### src/rtl/spi_fifo_master.sv
module spi_fifo_master #(
  parameter int DEPTH  = 8,
  parameter int BAUD_W = 16,
  parameter int LEN_W  = 4
) (
  input  logic        clk,
  input  logic        rst_n,
  input  logic        bus_wr,
  input  logic        bus_rd,
  input  logic [2:0]  bus_addr,
  input  logic [31:0] bus_wdata,
  output logic [31:0] bus_rdata,
  output logic        spi_sclk,
  output logic        spi_mosi,
  input  logic        spi_miso,
  output logic        irq
);
  localparam int AW = $clog2(DEPTH);
  localparam int CW = AW + 1;
  localparam int DW = 1 << LEN_W;
  localparam int EW = LEN_W + 1;
  localparam int CTLW = 13;
  localparam logic [2:0] A_BAUD = 3'd0, A_TX = 3'd1, A_RX = 3'd2, A_CTRL = 3'd3, A_IEN = 3'd4;

  logic [BAUD_W-1:0] baud_q;
  logic [CTLW-1:0]   ctrl_q;
  logic              ien_q, ovf_q;

  logic [LEN_W-1:0] wm1;
  logic msb, cpha, cpol, srst, run, loop, txf, rxf;
  assign wm1  = ctrl_q[LEN_W-1:0];
  assign msb  = ctrl_q[4];
  assign cpha = ctrl_q[5];
  assign cpol = ctrl_q[6];
  assign srst = ctrl_q[7];
  assign run  = ctrl_q[8] & ctrl_q[9] & ~srst;
  assign loop = ctrl_q[10];
  assign txf  = ctrl_q[11];
  assign rxf  = ctrl_q[12];

  logic unused_bits;
  assign unused_bits = ^bus_wdata[31:DW];

  // register file
  always_ff @(posedge clk or negedge rst_n) begin
    if (!rst_n) begin
      baud_q <= '0;
      ctrl_q <= '0;
      ien_q  <= 1'b0;
    end else if (bus_wr) begin
      if (bus_addr == A_BAUD) baud_q <= bus_wdata[BAUD_W-1:0];
      if (bus_addr == A_CTRL) ctrl_q <= bus_wdata[CTLW-1:0];
      if (bus_addr == A_IEN)  ien_q  <= bus_wdata[2];
    end
  end

  // transmit queue
  logic [DW-1:0] tx_mem [DEPTH];
  logic [AW-1:0] tx_rp, tx_wp;
  logic [CW-1:0] tx_cnt, tx_lim;
  logic wr_tx, tx_full, tx_push, tx_pop;
  assign tx_lim  = txf ? CW'(DEPTH) : CW'(1);
  assign tx_full = tx_cnt >= tx_lim;
  assign wr_tx   = bus_wr && bus_addr == A_TX;
  assign tx_push = wr_tx & ~tx_full & ~srst;

  always_ff @(posedge clk) if (tx_push) tx_mem[tx_wp] <= bus_wdata[DW-1:0];

  always_ff @(posedge clk or negedge rst_n) begin
    if (!rst_n) begin
      tx_rp <= '0; tx_wp <= '0; tx_cnt <= '0;
    end else if (srst) begin
      tx_rp <= '0; tx_wp <= '0; tx_cnt <= '0;
    end else begin
      if (tx_push) tx_wp <= tx_wp + 1'b1;
      if (tx_pop)  tx_rp <= tx_rp + 1'b1;
      tx_cnt <= tx_cnt + CW'(tx_push) - CW'(tx_pop);
    end
  end

  // serial engine
  logic              busy, ph;
  logic [BAUD_W-1:0] hcnt;
  logic [EW-1:0]     ecnt, odiff;
  logic [DW-1:0]     sh_word, rx_acc, rx_next;
  logic [LEN_W-1:0]  oidx, opos, sidx, spos;
  logic tick, last, smp, din, start, rx_push;

  assign tick  = busy && hcnt == '0;
  assign last  = tick && ecnt >= {wm1, 1'b1};
  assign odiff = ecnt - EW'(cpha);
  assign oidx  = (ecnt == '0) ? '0 : odiff[EW-1:1];
  assign opos  = msb ? wm1 - oidx : oidx;
  assign sidx  = ecnt[EW-1:1];
  assign spos  = msb ? wm1 - sidx : sidx;
  assign spi_mosi = busy & sh_word[opos];
  assign spi_sclk = cpol ^ ph;
  assign din   = loop ? spi_mosi : spi_miso;
  assign smp   = tick && ecnt[0] == cpha;
  assign rx_next = rx_acc | ((smp & din) ? (DW'(1) << spos) : '0);
  assign start = run && tx_cnt != '0 && (!busy || last);
  assign tx_pop  = start;
  assign rx_push = last & ~srst;

  always_ff @(posedge clk or negedge rst_n) begin
    if (!rst_n) begin
      busy <= 1'b0; ph <= 1'b0; hcnt <= '0; ecnt <= '0; sh_word <= '0; rx_acc <= '0;
    end else if (srst) begin
      busy <= 1'b0; ph <= 1'b0; hcnt <= '0; ecnt <= '0; rx_acc <= '0;
    end else if (start) begin
      busy <= 1'b1; ph <= 1'b0; hcnt <= baud_q - 1'b1; ecnt <= '0; rx_acc <= '0;
      sh_word <= tx_mem[tx_rp];
    end else if (last) begin
      busy <= 1'b0; ph <= 1'b0; ecnt <= '0; rx_acc <= '0;
    end else if (tick) begin
      ph <= ~ph; hcnt <= baud_q - 1'b1; ecnt <= ecnt + 1'b1; rx_acc <= rx_next;
    end else if (busy) begin
      hcnt <= hcnt - 1'b1;
    end
  end

  // receive queue
  logic [DW-1:0] rx_mem [DEPTH];
  logic [AW-1:0] rx_rp, rx_wp;
  logic [CW-1:0] rx_cnt, rx_lim;
  logic rx_rd, rx_full, rx_wr, rx_drop, rx_pop;
  assign rx_lim  = rxf ? CW'(DEPTH) : CW'(1);
  assign rx_full = rx_cnt >= rx_lim;
  assign rx_rd   = bus_rd && bus_addr == A_RX;
  assign rx_pop  = rx_rd && rx_cnt != '0 && !srst;
  assign rx_wr   = rx_push & ~rx_full;
  assign rx_drop = rx_push & rx_full;

  always_ff @(posedge clk) if (rx_wr) rx_mem[rx_wp] <= rx_next;

  always_ff @(posedge clk or negedge rst_n) begin
    if (!rst_n) begin
      rx_rp <= '0; rx_wp <= '0; rx_cnt <= '0; ovf_q <= 1'b0;
    end else if (srst) begin
      rx_rp <= '0; rx_wp <= '0; rx_cnt <= '0; ovf_q <= 1'b0;
    end else begin
      if (rx_wr)  rx_wp <= rx_wp + 1'b1;
      if (rx_pop) rx_rp <= rx_rp + 1'b1;
      rx_cnt <= rx_cnt + CW'(rx_wr) - CW'(rx_pop);
      if (rx_drop)    ovf_q <= 1'b1;
      else if (rx_rd) ovf_q <= 1'b0;
    end
  end

  assign irq = ien_q && tx_cnt == '0 && !busy;

  always_comb begin
    case (bus_addr)
      A_BAUD:  bus_rdata = 32'(baud_q);
      A_RX:    bus_rdata = (rx_cnt != '0) ? 32'(rx_mem[rx_rp]) : 32'd0;
      A_CTRL:  bus_rdata = 32'({ovf_q, ctrl_q});
      A_IEN:   bus_rdata = {29'd0, ien_q, 2'd0};
      default: bus_rdata = 32'd0;
    endcase
  end

  AST_TX_BOUND: assert property (@(posedge clk) disable iff (!rst_n) tx_cnt <= CW'(DEPTH) && rx_cnt <= CW'(DEPTH));
  AST_SCLK_IDLE: assert property (@(posedge clk) disable iff (!rst_n) !busy |-> spi_sclk == cpol && !spi_mosi);
  AST_SRST_CLEAR: assert property (@(posedge clk) disable iff (!rst_n) srst |=> tx_cnt == '0 && rx_cnt == '0 && !busy && !ovf_q);
  AST_OVF_SET: assert property (@(posedge clk) disable iff (!rst_n) rx_drop |=> ovf_q);
  AST_TX_DROP: assert property (@(posedge clk) disable iff (!rst_n) (wr_tx && tx_full && !tx_pop && !srst) |=> tx_cnt == $past(tx_cnt));
  AST_HALF_HOLD: assert property (@(posedge clk) disable iff (!rst_n) (busy && hcnt != '0 && !srst && !(bus_wr && bus_addr == A_CTRL)) |=> $stable(spi_sclk));
  AST_IRQ_QUIET: assert property (@(posedge clk) disable iff (!rst_n) irq |-> !spi_mosi && spi_sclk == cpol);
endmodule

### config.mk
export PLATFORM = sky130hd
export DESIGN_NAME = spi_fifo_master
export DESIGN_NICKNAME = d
export VERILOG_FILES = /design/src/rtl/spi_fifo_master.sv
export SDC_FILE = /design/constraint.sdc
export NUM_CORES = 1
export LEC_CHECK = 0
export CAP_MARGIN = 20
export CORE_AREA = 8 8 240 242
export DETAILED_ROUTE_END_ITERATION = 8
export DIE_AREA = 0 0 248 250
export PLACE_DENSITY = 0.48
export REMOVE_ABC_BUFFERS = 1
export SYNTH_ARGS = -nofsm -noshare
export SYNTH_HDL_FRONTEND = slang
export SYNTH_SLANG_ARGS = --single-unit
### constraint.sdc
create_clock -name clk -period 8.86 [get_ports clk]
set_input_delay 1.772 -clock clk [delete_from_list [all_inputs] [get_ports clk]]
set_output_delay 1.772 -clock clk [all_outputs]
set_load 0.02 [all_outputs]
Yosys cells after proc, flatten, opt, wreduce, memory -nomap -nowiden
Memory sizes are Yosys's and may differ from the RTL's. A register that Yosys moved wholly into a read port is not among the register bits.
Index checks and enable logic that the tools add are counted.
{"block": "word_totals", "ff_bits": 90, "ramBits": 256, "in_bits": 40, "wordCells": 139, "n_memories": 2}
{"memory": "rx_mem", "words": 8, "word_bits": 16, "rd": 1, "rd_clocked_by_memory_dff": 0, "wr": 1, "line": "123", "rtl": "logic [DW-1:0] rx_mem [DEPTH];"}
{"memory": "tx_mem", "words": 8, "word_bits": 16, "rd": 1, "rd_clocked_by_memory_dff": 1, "wr": 1, "line": "58", "rtl": "logic [DW-1:0] tx_mem [DEPTH];"}
{"block": "classes", "n_addsub": 14, "n_lt_le_gt_ge": 4, "eq_ne": 6, "n_shift": 1, "n_mux": 48, "n_bitwise": 15, "reduce_logical": 34}
{"operator": "$mux 16", "n": 11}
{"operator": "$pmux 16 s4", "n": 1}
{"operator": "$sub 16x1->16 const B", "n": 2}
{"operator": "$mux 4", "n": 7}
{"operator": "$mux 3", "n": 8}
{"operator": "$mux 5", "n": 4}
{"operator": "$logic_not 16->1", "n": 1}
{"operator": "$mux 1", "n": 16}
{"operator": "$or 16x16->16", "n": 1}
{"operator": "$reduce_bool 4->1", "n": 4}
{"operator": "$shl 1x4->16 const A", "n": 1}
{"operator": "$add 3x1->3 const B", "n": 4}
{"operator": "$logic_and 1x1->1", "n": 11}
{"operator": "$reduce_and 2->1", "n": 5}
{"operator": "$and 1x1->1", "n": 9}
{"operator": "$add 4x1->4", "n": 2}
{"operator": "$ge 4x4->1", "n": 2}
{"operator": "$reduce_bool 2->1", "n": 4}
{"operator": "$sub 4x1->4", "n": 2}
{"operator": "$sub 4x4->4", "n": 2}
{"operator": "$eq 3x2->1 const B", "n": 2}
{"operator": "$reduce_bool 3->1", "n": 2}
{"operator": "$add 5x1->5 const B", "n": 1}
{"operator": "$ge 5x5->1", "n": 1}
{"operator": "14 further kinds", "n": 19}

Depth between registers and ports, before layout
Gate-level depths: netlist of run 1.
{"block": "depth", "word_depth": 15, "mapped_depth": 16, "depth_no_buf": 15}

Worst setup path before layout of run 1
OpenSTA, ideal clock, no wires.
{"block": "synth_path", "path_type": "flip-flop to output port", "start": "reg ecnt[1]", "end": "out spi_mosi", "arrival_ns": 3.361, "t_required_ns": 7.088, "slack_ns": 3.727, "path_stages_with_launch": 12, "path_buffers": 0, "path_cell_list": "dfrtp_1 > inv_1 > ha_1 > or3b_2 > a21oi_1 > ha_1 > nor2b_1 > o21a_1 > or4b_2 > a21oi_1 > a2111oi_2 > nor3_1"}
{"block": "synth_between", "elab_chain_len": 7}
{"item": "from (decl)", "line": "84", "rtl": "logic [EW-1:0] ecnt, odiff;"}
{"item": "from (signal assigned)", "line": "116", "rtl": "ph <= ~ph; hcnt <= baud_q - 1'b1; ecnt <= ecnt + 1'b1; rx_acc <= rx_next;"}
{"item": "$sub 5x1->5 or $logic_not 5->1 (tied branches)", "line": "91, 92"}
{"item": "$mux 4 *", "line": "92", "rtl": "assign oidx = (ecnt == '0) ? '0 : odiff[EW-1:1];"}
{"item": "$sub 4x4->4", "line": "93", "rtl": "assign opos = msb ? wm1 - oidx : oidx;"}
{"item": "$mux 4 *", "line": "93"}
{"item": "$bmux 1 s4 *", "line": "96", "rtl": "assign spi_mosi = busy & sh_word[opos];"}
{"item": "$mux 1 (not written as such) *", "line": "96"}
{"item": "$and 1x1->1 *", "line": "96"}
{"item": "to (decl)", "line": "14", "rtl": "output logic spi_mosi,"}
Mark *: on every way between the ends. The rest lies on a longest branch, timed or not. The select of a mux whose other input is x is not followed.

Final worst setup path of run 1
{"block": "layout_path", "start": "in bus_addr[2]", "end": "out bus_rdata[1]"}
{"block": "layout_between", "elab_chain_len": 2}
{"item": "from (decl)", "line": "10", "rtl": "input logic [2:0] bus_addr,"}
{"item": "$eq 3x3->1 (tied with other cells)", "line": "153", "rtl": "case (bus_addr)"}
{"item": "$pmux 16 s4 *", "line": "153"}
{"item": "to (decl)", "line": "12", "rtl": "output logic [31:0] bus_rdata,"}
Mark *: on every way between the ends. The rest lies on a longest branch, timed or not.

==> flow_summary.json, run 1 <==
{
  "grt_max_degree": 49,
  "crit_required_ns": 7.09,
  "ys_seq_elements": 362,
  "p_int_w": 0.003384,
  "cts-root-buf": "clkbuf_16",
  "die_area_um2": 62000,
  "grt_usage": 0.1325,
  "htreeDepth": 2,
  "synth_edf_count": 256,
  "final_nets": 1276,
  "yosysUniqueCellTypes": 73,
  "startpoint_type": "input port",
  "crit_fanout": 18,
  "skew_ns": 0.01440,
  "tritoncts": "yes",
  "r2r_start": "ecnt[1]",
  "io_buffer_count": 42,
  "synthTopCellsByCount": "edfxtp_1, dfrtp_1, nor2_1, nand2_1, mux4_2",
  "synth_flop_cell": "edfxtp_1",
  "outcome": "finished, final reports clean",
  "syn_area_um2": 16520,
  "rsz0062_at_grt": "false",
  "rows": 85,
  "fin_ws_ns": 1.992,
  "drive_gt1_frac": 0.1766,
  "period_needed_ns": 6.868,
  "setup_viol": 0,
  "antenna_found_initial": 0,
  "crit_arrival_ns": 5.10,
  "end_kind": "primary output",
  "tightest_slew_ns": 1.077,
  "initial_core_util": 0.3089,
  "gp_congestion": 0.8227,
  "overflow": 0,
  "grt_pass1_vias": 9827,
  "post-route-drc-count": 0,
  "syn2layout_area_growth_pct": 15.48,
  "insertion_delay_ns": 0.53,
  "relSlewSlack": 0.2805,
  "vias_per_cell": 5.025,
  "antenna_left": 0,
  "hold_end": "rx_acc[10]",
  "routed_wl_um": 41320,
  "holdBufCountCts": 0,
  "min_from": "rx_acc[10]",
  "syn-instance-count": 1143,
  "synth_top_area_frac": 0.4653,
  "switching_share": 0.2955,
  "yosysSeqAreaShare": 0.6258,
  "die_width_um": 248,
  "yosys.area.top_type": "edfxtp_1",
  "clkTransAtPathRegs_ns": 0.06,
  "rrSetupSlack_ns": 3.95,
  "core_um2": 53500,
  "finalMaxSlewViolations": 0,
  "max-vdd-ir-drop_mv": 0.1385,
  "async_flop_share": 0.2928,
  "dp_hpwl_um": 27200,
  "yosys_warnings": 0,
  "p_sw_w": 0.001420,
  "numCtsBuffers": 40,
  "ios": 75,
  "clockPowerShare": 0.348,
  "hold_path_class": "reg -> reg",
  "synth_area_leaders": "edfxtp_1, dfrtp_1, mux4_2",
  "crit_type": "in -> out",
  "avgSynthCellArea_um2": 14.46,
  "clock_sinks": 362,
  "tns_ns": 0,
  "clock_path_buffers": 3,
  "post-cts-setup-buffers": 0,
  "powerDensity_nw_per_um2": 251.7,
  "r2r_end": "rx_mem[2][15]",
  "preCtsSetupSlack_ns": 2.089,
  "cts-resized-gates": 0,
  "yosysMostFrequentCell": "edfxtp_1",
  "reg2regPathDepth": 12,
  "drt-wirelength-per-cell_um": 21.46,
  "first_iter_violations": 633,
  "diodes": 0,
  "vias": 9674,
  "drv_cap": 0,
  "finalCritPeriodShare": 0.7752,
  "hold_path_depth": 2,
  "pwr-share-seq": 0.432,
  "die_h_um": 250,
  "final_core_util": 0.3567,
  "total_power_w": 0.004803,
  "combPwrFrac": 0.221,
  "first_pass_iters": 5,
  "fmax_mhz": 145.6,
  "leakagePower_nw": 6.529,
  "grt_first_pass_wirelength_um": 62660,
  "hold_viol_final": 0
}
power by group through the flow:
stage / clock (W) / combinational, W / sequential [W]
global placement: 0 / 0.00104 / 0.00211
detailed placement: 0 / 0.00105 / 0.00211
finish: 0.00167 / 0.00106 / 0.00207
floorplan: 0 / 0.000739 / 0.00208
global route: 0.00178 / 0.00119 / 0.00209
CTS: 0.00172 / 0.00106 / 0.00207
metal layers:
metal  track usage  up-vias  wire [µm]
met4       0.03706        0       1029
li1              -     4445          -
met3       0.02414       64       1837
met2        0.2133      199      19730
met1        0.1809     4966      18710
met5             0        -          0
cells by family after synthesis:
logic type / share of synthesized area
mux: 0.1326
other cells: 0.0002270
fa+ha+maj: 0.02984
xor+xnor: 0.01643
simple gates: 0.07679
compound gates: 0.08391
flops: 0.6258
buf+inv: 0.03438
metrics by stage:
step           instances  hold slack (ns)  area, µm²
6_report            1925           0.4699      19080
4_1_cts             1925           0.4737      19080
2_1_floorplan       1084           0.4393      16190
3_5_place_dp        1853           0.4612      17770
3_3_place_gp        1852           0.4565      17740
5_1_grt             1925           0.4979      19080
placed cells by master (no fill, tap or decap), drive strengths merged, types with 6 or more instances in the layout:
cell type      synthesis  layout
clkdlybuf4s50          0      41
mux2i                 40      40
nand2b                13      13
nor2b                 14      14
dfrtp                106     106
clkinv                 1      14
edfxtp               256     256
and2                   7       7
nor3                  19      19
nor2                  74      74
nand2                 65      65
conb                   1      16
a211oi                 6       6
nor4                   9       9
xnor2                 19      19
buf                   46      32
xor2                  12      12
o31ai                 26      26
ha                    33      33
o22ai                 15      15
a22oi                 14      14
mux2                  31      31
a21oi                 44      44
mux4                  64      64
o311a                  9       9
o21bai                10      10
a31oi                  7       7
inv                   47      47
nand3                 10      10
clkbuf                28      53
o21ai                 45      45
critical path, cell delays in order:
cell             delay (ns)
clkdlybuf4s50_1        0.89
nor3b_1                0.55
nand2_1                0.56
o22ai_1                0.60
clkdlybuf4s50_1        0.71
worst max path at each step:
stage | startpoint | to | slack [ns] | cells after the start
finish | bus_addr[2] | bus_rdata[1] | 1.99 | 5
global placement | bus_addr[2] | bus_rdata[1] | 2.18 | 5
detailed placement | bus_addr[2] | bus_rdata[1] | 2.09 | 5
CTS | bus_addr[2] | bus_rdata[1] | 2.08 | 5
global route | ecnt[1] | spi_mosi | 1.80 | 12
floorplan | ecnt[1] | spi_mosi | 3.73 | 11
flip-flops by register name, summed over array words and instances (netlist names):
register  cells
tx_wp         3
busy          1
rx_wp         3
ien_q         1
rx_rp         3
ctrl_q       13
tx_mem      128
rx_acc       16
ecnt          5
baud_q       16
tx_rp         3
tx_cnt        4
rx_cnt        4
sh_word      16
rx_mem      128
ovf_q         1
ph            1
hcnt         16
layout make-up:
type | instances | area [µm²]
flip-flops and latches | 362 | 10340
clock buffers | 53 | 1091
inverters | 48 | 180.2
well taps | 696 | 870.8
multi-input cells | 674 | 5705
repair buffers | 73 | 670.6
clock inverters | 19 | 219.0
fillers | 5137 | 34420
Note: power is estimated with default switching activity, not from simulation.
==> inputs of run 2 (changes only) <==
--- a/config.mk
+++ b/config.mk
@@ -9,7 +9,7 @@
 export CORE_AREA = 8 8 240 242
 export DETAILED_ROUTE_END_ITERATION = 8
 export DIE_AREA = 0 0 248 250
-export PLACE_DENSITY = 0.48
+export PLACE_DENSITY = 0.5
 export REMOVE_ABC_BUFFERS = 1
 export SYNTH_ARGS = -nofsm -noshare
 export SYNTH_HDL_FRONTEND = slang
==> constraint.sdc (replaced) <==
create_clock -name clk -period 5.8 [get_ports clk]
set_input_delay 1.16 -clock clk [delete_from_list [all_inputs] [get_ports clk]]
set_output_delay 1.16 -clock clk [all_outputs]
set_load 0.02 [all_outputs]
==> run 2 against run 1 <==
Combinational power is 54% higher. Via count is 0.57% lower. Global-route usage fell by 0.16 points. Worst setup slack worse by 1.6 ns. Core utilization up 0.14 points. Worst hold slack got worse by 0.0013 ns. Sequential power grew 53%. Non-clock buffer count rose by 8. Design area rose by 0.39%. Power is 52% higher. Critical endpoint is now spi_mosi. Clock power increased by 51%.
==> flow_summary.json, run 2 (synthesis gave the netlist of run 1 again) <==
{
  "outcome": "finished, final reports clean",
  "gp_congestion": 0.8263,
  "routed_wl_um": 40360,
  "die_area_um2": 62000,
  "holdBufCountCts": 0,
  "ios": 75,
  "tns_ns": 0,
  "powerDensity_nw_per_um2": 381.2,
  "drv_cap": 0,
  "hold_viol_final": 0,
  "final_nets": 1284,
  "period_needed_ns": 5.359,
  "end_kind": "primary output",
  "first_iter_violations": 753,
  "core_um2": 53500,
  "post_dp_cell_area_um2": 17820,
  "die_width_um": 248,
  "diodes": 0,
  "relSlewSlack": 0.2954,
  "initial_core_util": 0.3089,
  "grt_max_degree": 67,
  "grt_usage": 0.1309,
  "htreeDepth": 2,
  "final_common_cell": "edfxtp_1",
  "crit_arrival_ns": 4.20,
  "hold_path_class": "reg -> reg",
  "startpoint_type": "flop",
  "leakagePower_nw": 6.584,
  "max-vdd-ir-drop_mv": 0.1968,
  "numCtsBuffers": 40,
  "skew_ns": 0.02038,
  "grt_pass1_vias": 9843,
  "drt-wirelength-per-cell_um": 20.87,
  "top_regs": "rx_mem: 128 flops, tx_mem: 128 flops",
  "cp_cell_sequence": "inv_1 -> ha_1 -> or3b_2 -> a21oi_2 -> ha_1 -> nor2b_1 -> o21a_1 -> or4b_2 -> and3_1 -> a2111oi_2 -> nor3_2 -> dlymetal6s2s_1",
  "overflow": 0,
  "crit_fanout": 5,
  "clock_sinks": 362,
  "syn2layout_area_growth_pct": 15.93,
  "finalMaxSlewViolations": 0,
  "dp_hpwl_um": 26510,
  "antenna_found_initial": 0,
  "post-route-drc-count": 0,
  "final_area_um2": 19150,
  "cpMostUsedCell": "ha_1",
  "tightest_slew_ns": 1.051,
  "clock_path_buffers": 3,
  "final_cell_mix": "edfxtp_1, dfrtp_1, nor2_1",
  "finalCritPeriodShare": 0.9239,
  "cts-root-buf": "clkbuf_16",
  "insertion_delay_ns": 0.54,
  "io_buffer_count": 42,
  "drive_gt1_frac": 0.1866,
  "crit_type": "reg -> out",
  "first_pass_iters": 5,
  "rows": 85,
  "critical_path.slowest_cell": "or4b_2",
  "grt_first_pass_wirelength_um": 62210,
  "vias": 9619,
  "antenna_left": 0,
  "fmax_mhz": 186.6,
  "tritoncts": "yes",
  "rsz0062_at_grt": "false",
  "clkTransAtPathRegs_ns": 0.06,
  "crit_path_max_incr_delay_ns": 0.67,
  "crit_required_ns": 4.64,
  "setup_viol": 0,
  "crit_buf_inv": 2,
  "vias_per_cell": 4.974,
  "die_h_um": 250,
  "critPathTopFamily": "simple AND/OR/NAND/NOR gates"
}
[run 2: cell count changes in the layout (fill, tap and decap cells not counted), sizes merged, moves of 2 or more]
cell	previous run	this run
buf	32	40
clkbuf	53	56
clkinv	14	11
bufinv	5	3
inv	47	49
[run 2: path summary, 6_finish.rpt]
check | startpoint | endpoint | slack, ns | cells past startpoint
worst max-delay path | ecnt[1] | spi_mosi | 0.44 | 12
worst min-delay path | rx_acc[3] | rx_acc[3] | 0.47 | 2
worst max register to register | ecnt[1] | rx_mem[5][0] | 0.94 | 13
worst min register to register | rx_acc[3] | rx_acc[3] | 0.47 | 2
max in group asynchronous | rst_n | ctrl_q[10] | 3.97 | 2
min in group asynchronous | rst_n | sh_word[13] | 0.75 | 1
[run 2: what timing repair did]
action	in CTS	in global routing
cloned	0	0
setup buffers	1	0
pin swaps	1	0
endpoints found under the hold margin	0	0
endpoints found under the setup margin	1	1
gates resized for setup	3	3
[run 2: worst reg2reg max path: stages (launching register included)]
cell       delay (ns)
dfrtp_1          0.43
inv_1            0.16
ha_1             0.23
or3b_2           0.50
a21oi_2          0.23
ha_1             0.26
nor2b_1          0.13
o21a_1           0.17
or4b_2           0.67
a21oi_1          0.22
a2111oi_2        0.09
buf_4            0.17
o31a_4           0.42
o31ai_1          0.87
[run 2: final cells by class]
class                      count  area, µm²
clock buffer                  56       1122
clock inverter                17      180.2
fill                        5108      34340
inverter                      48      180.2
multi-input combinational    674       5722
sequential                   362      10340
tap                          696      870.8
timing repair buffer          81      737.0
[run 2: power by group]
group          internal (W)  switching [W]  total [W]
logic              0.000699       0.000930    0.00163
registers           0.00294       0.000220    0.00316
clock network       0.00149        0.00102    0.00252
total               0.00513        0.00217    0.00730
[run 2: through the flow]
stage	setup WS (ns)	utilization	power (W)	hold WS, ns	cells
after floorplan	1.279	-	0.004300	0.4393	1084
after global placement	0.3701	0.3325	0.004804	0.4566	1858
after detailed placement	0.3390	0.3332	0.004816	0.4566	1860
after CTS	0.03338	0.3579	0.007380	0.4697	1934
after global routing	0.1674	0.3581	0.007696	0.4910	1934
final	0.4414	0.3581	0.007302	0.4686	1934
[run 2: layer usage]
metal,part of all wire,vias up,track usage,wire length (µm)
met5,0,-,0,0
met4,0.018,0,0.03164,734
met3,0.040,56,0.02008,1603
met2,0.49,199,0.2162,19830
met1,0.45,4893,0.1786,18200
li1,-,4471,-,-
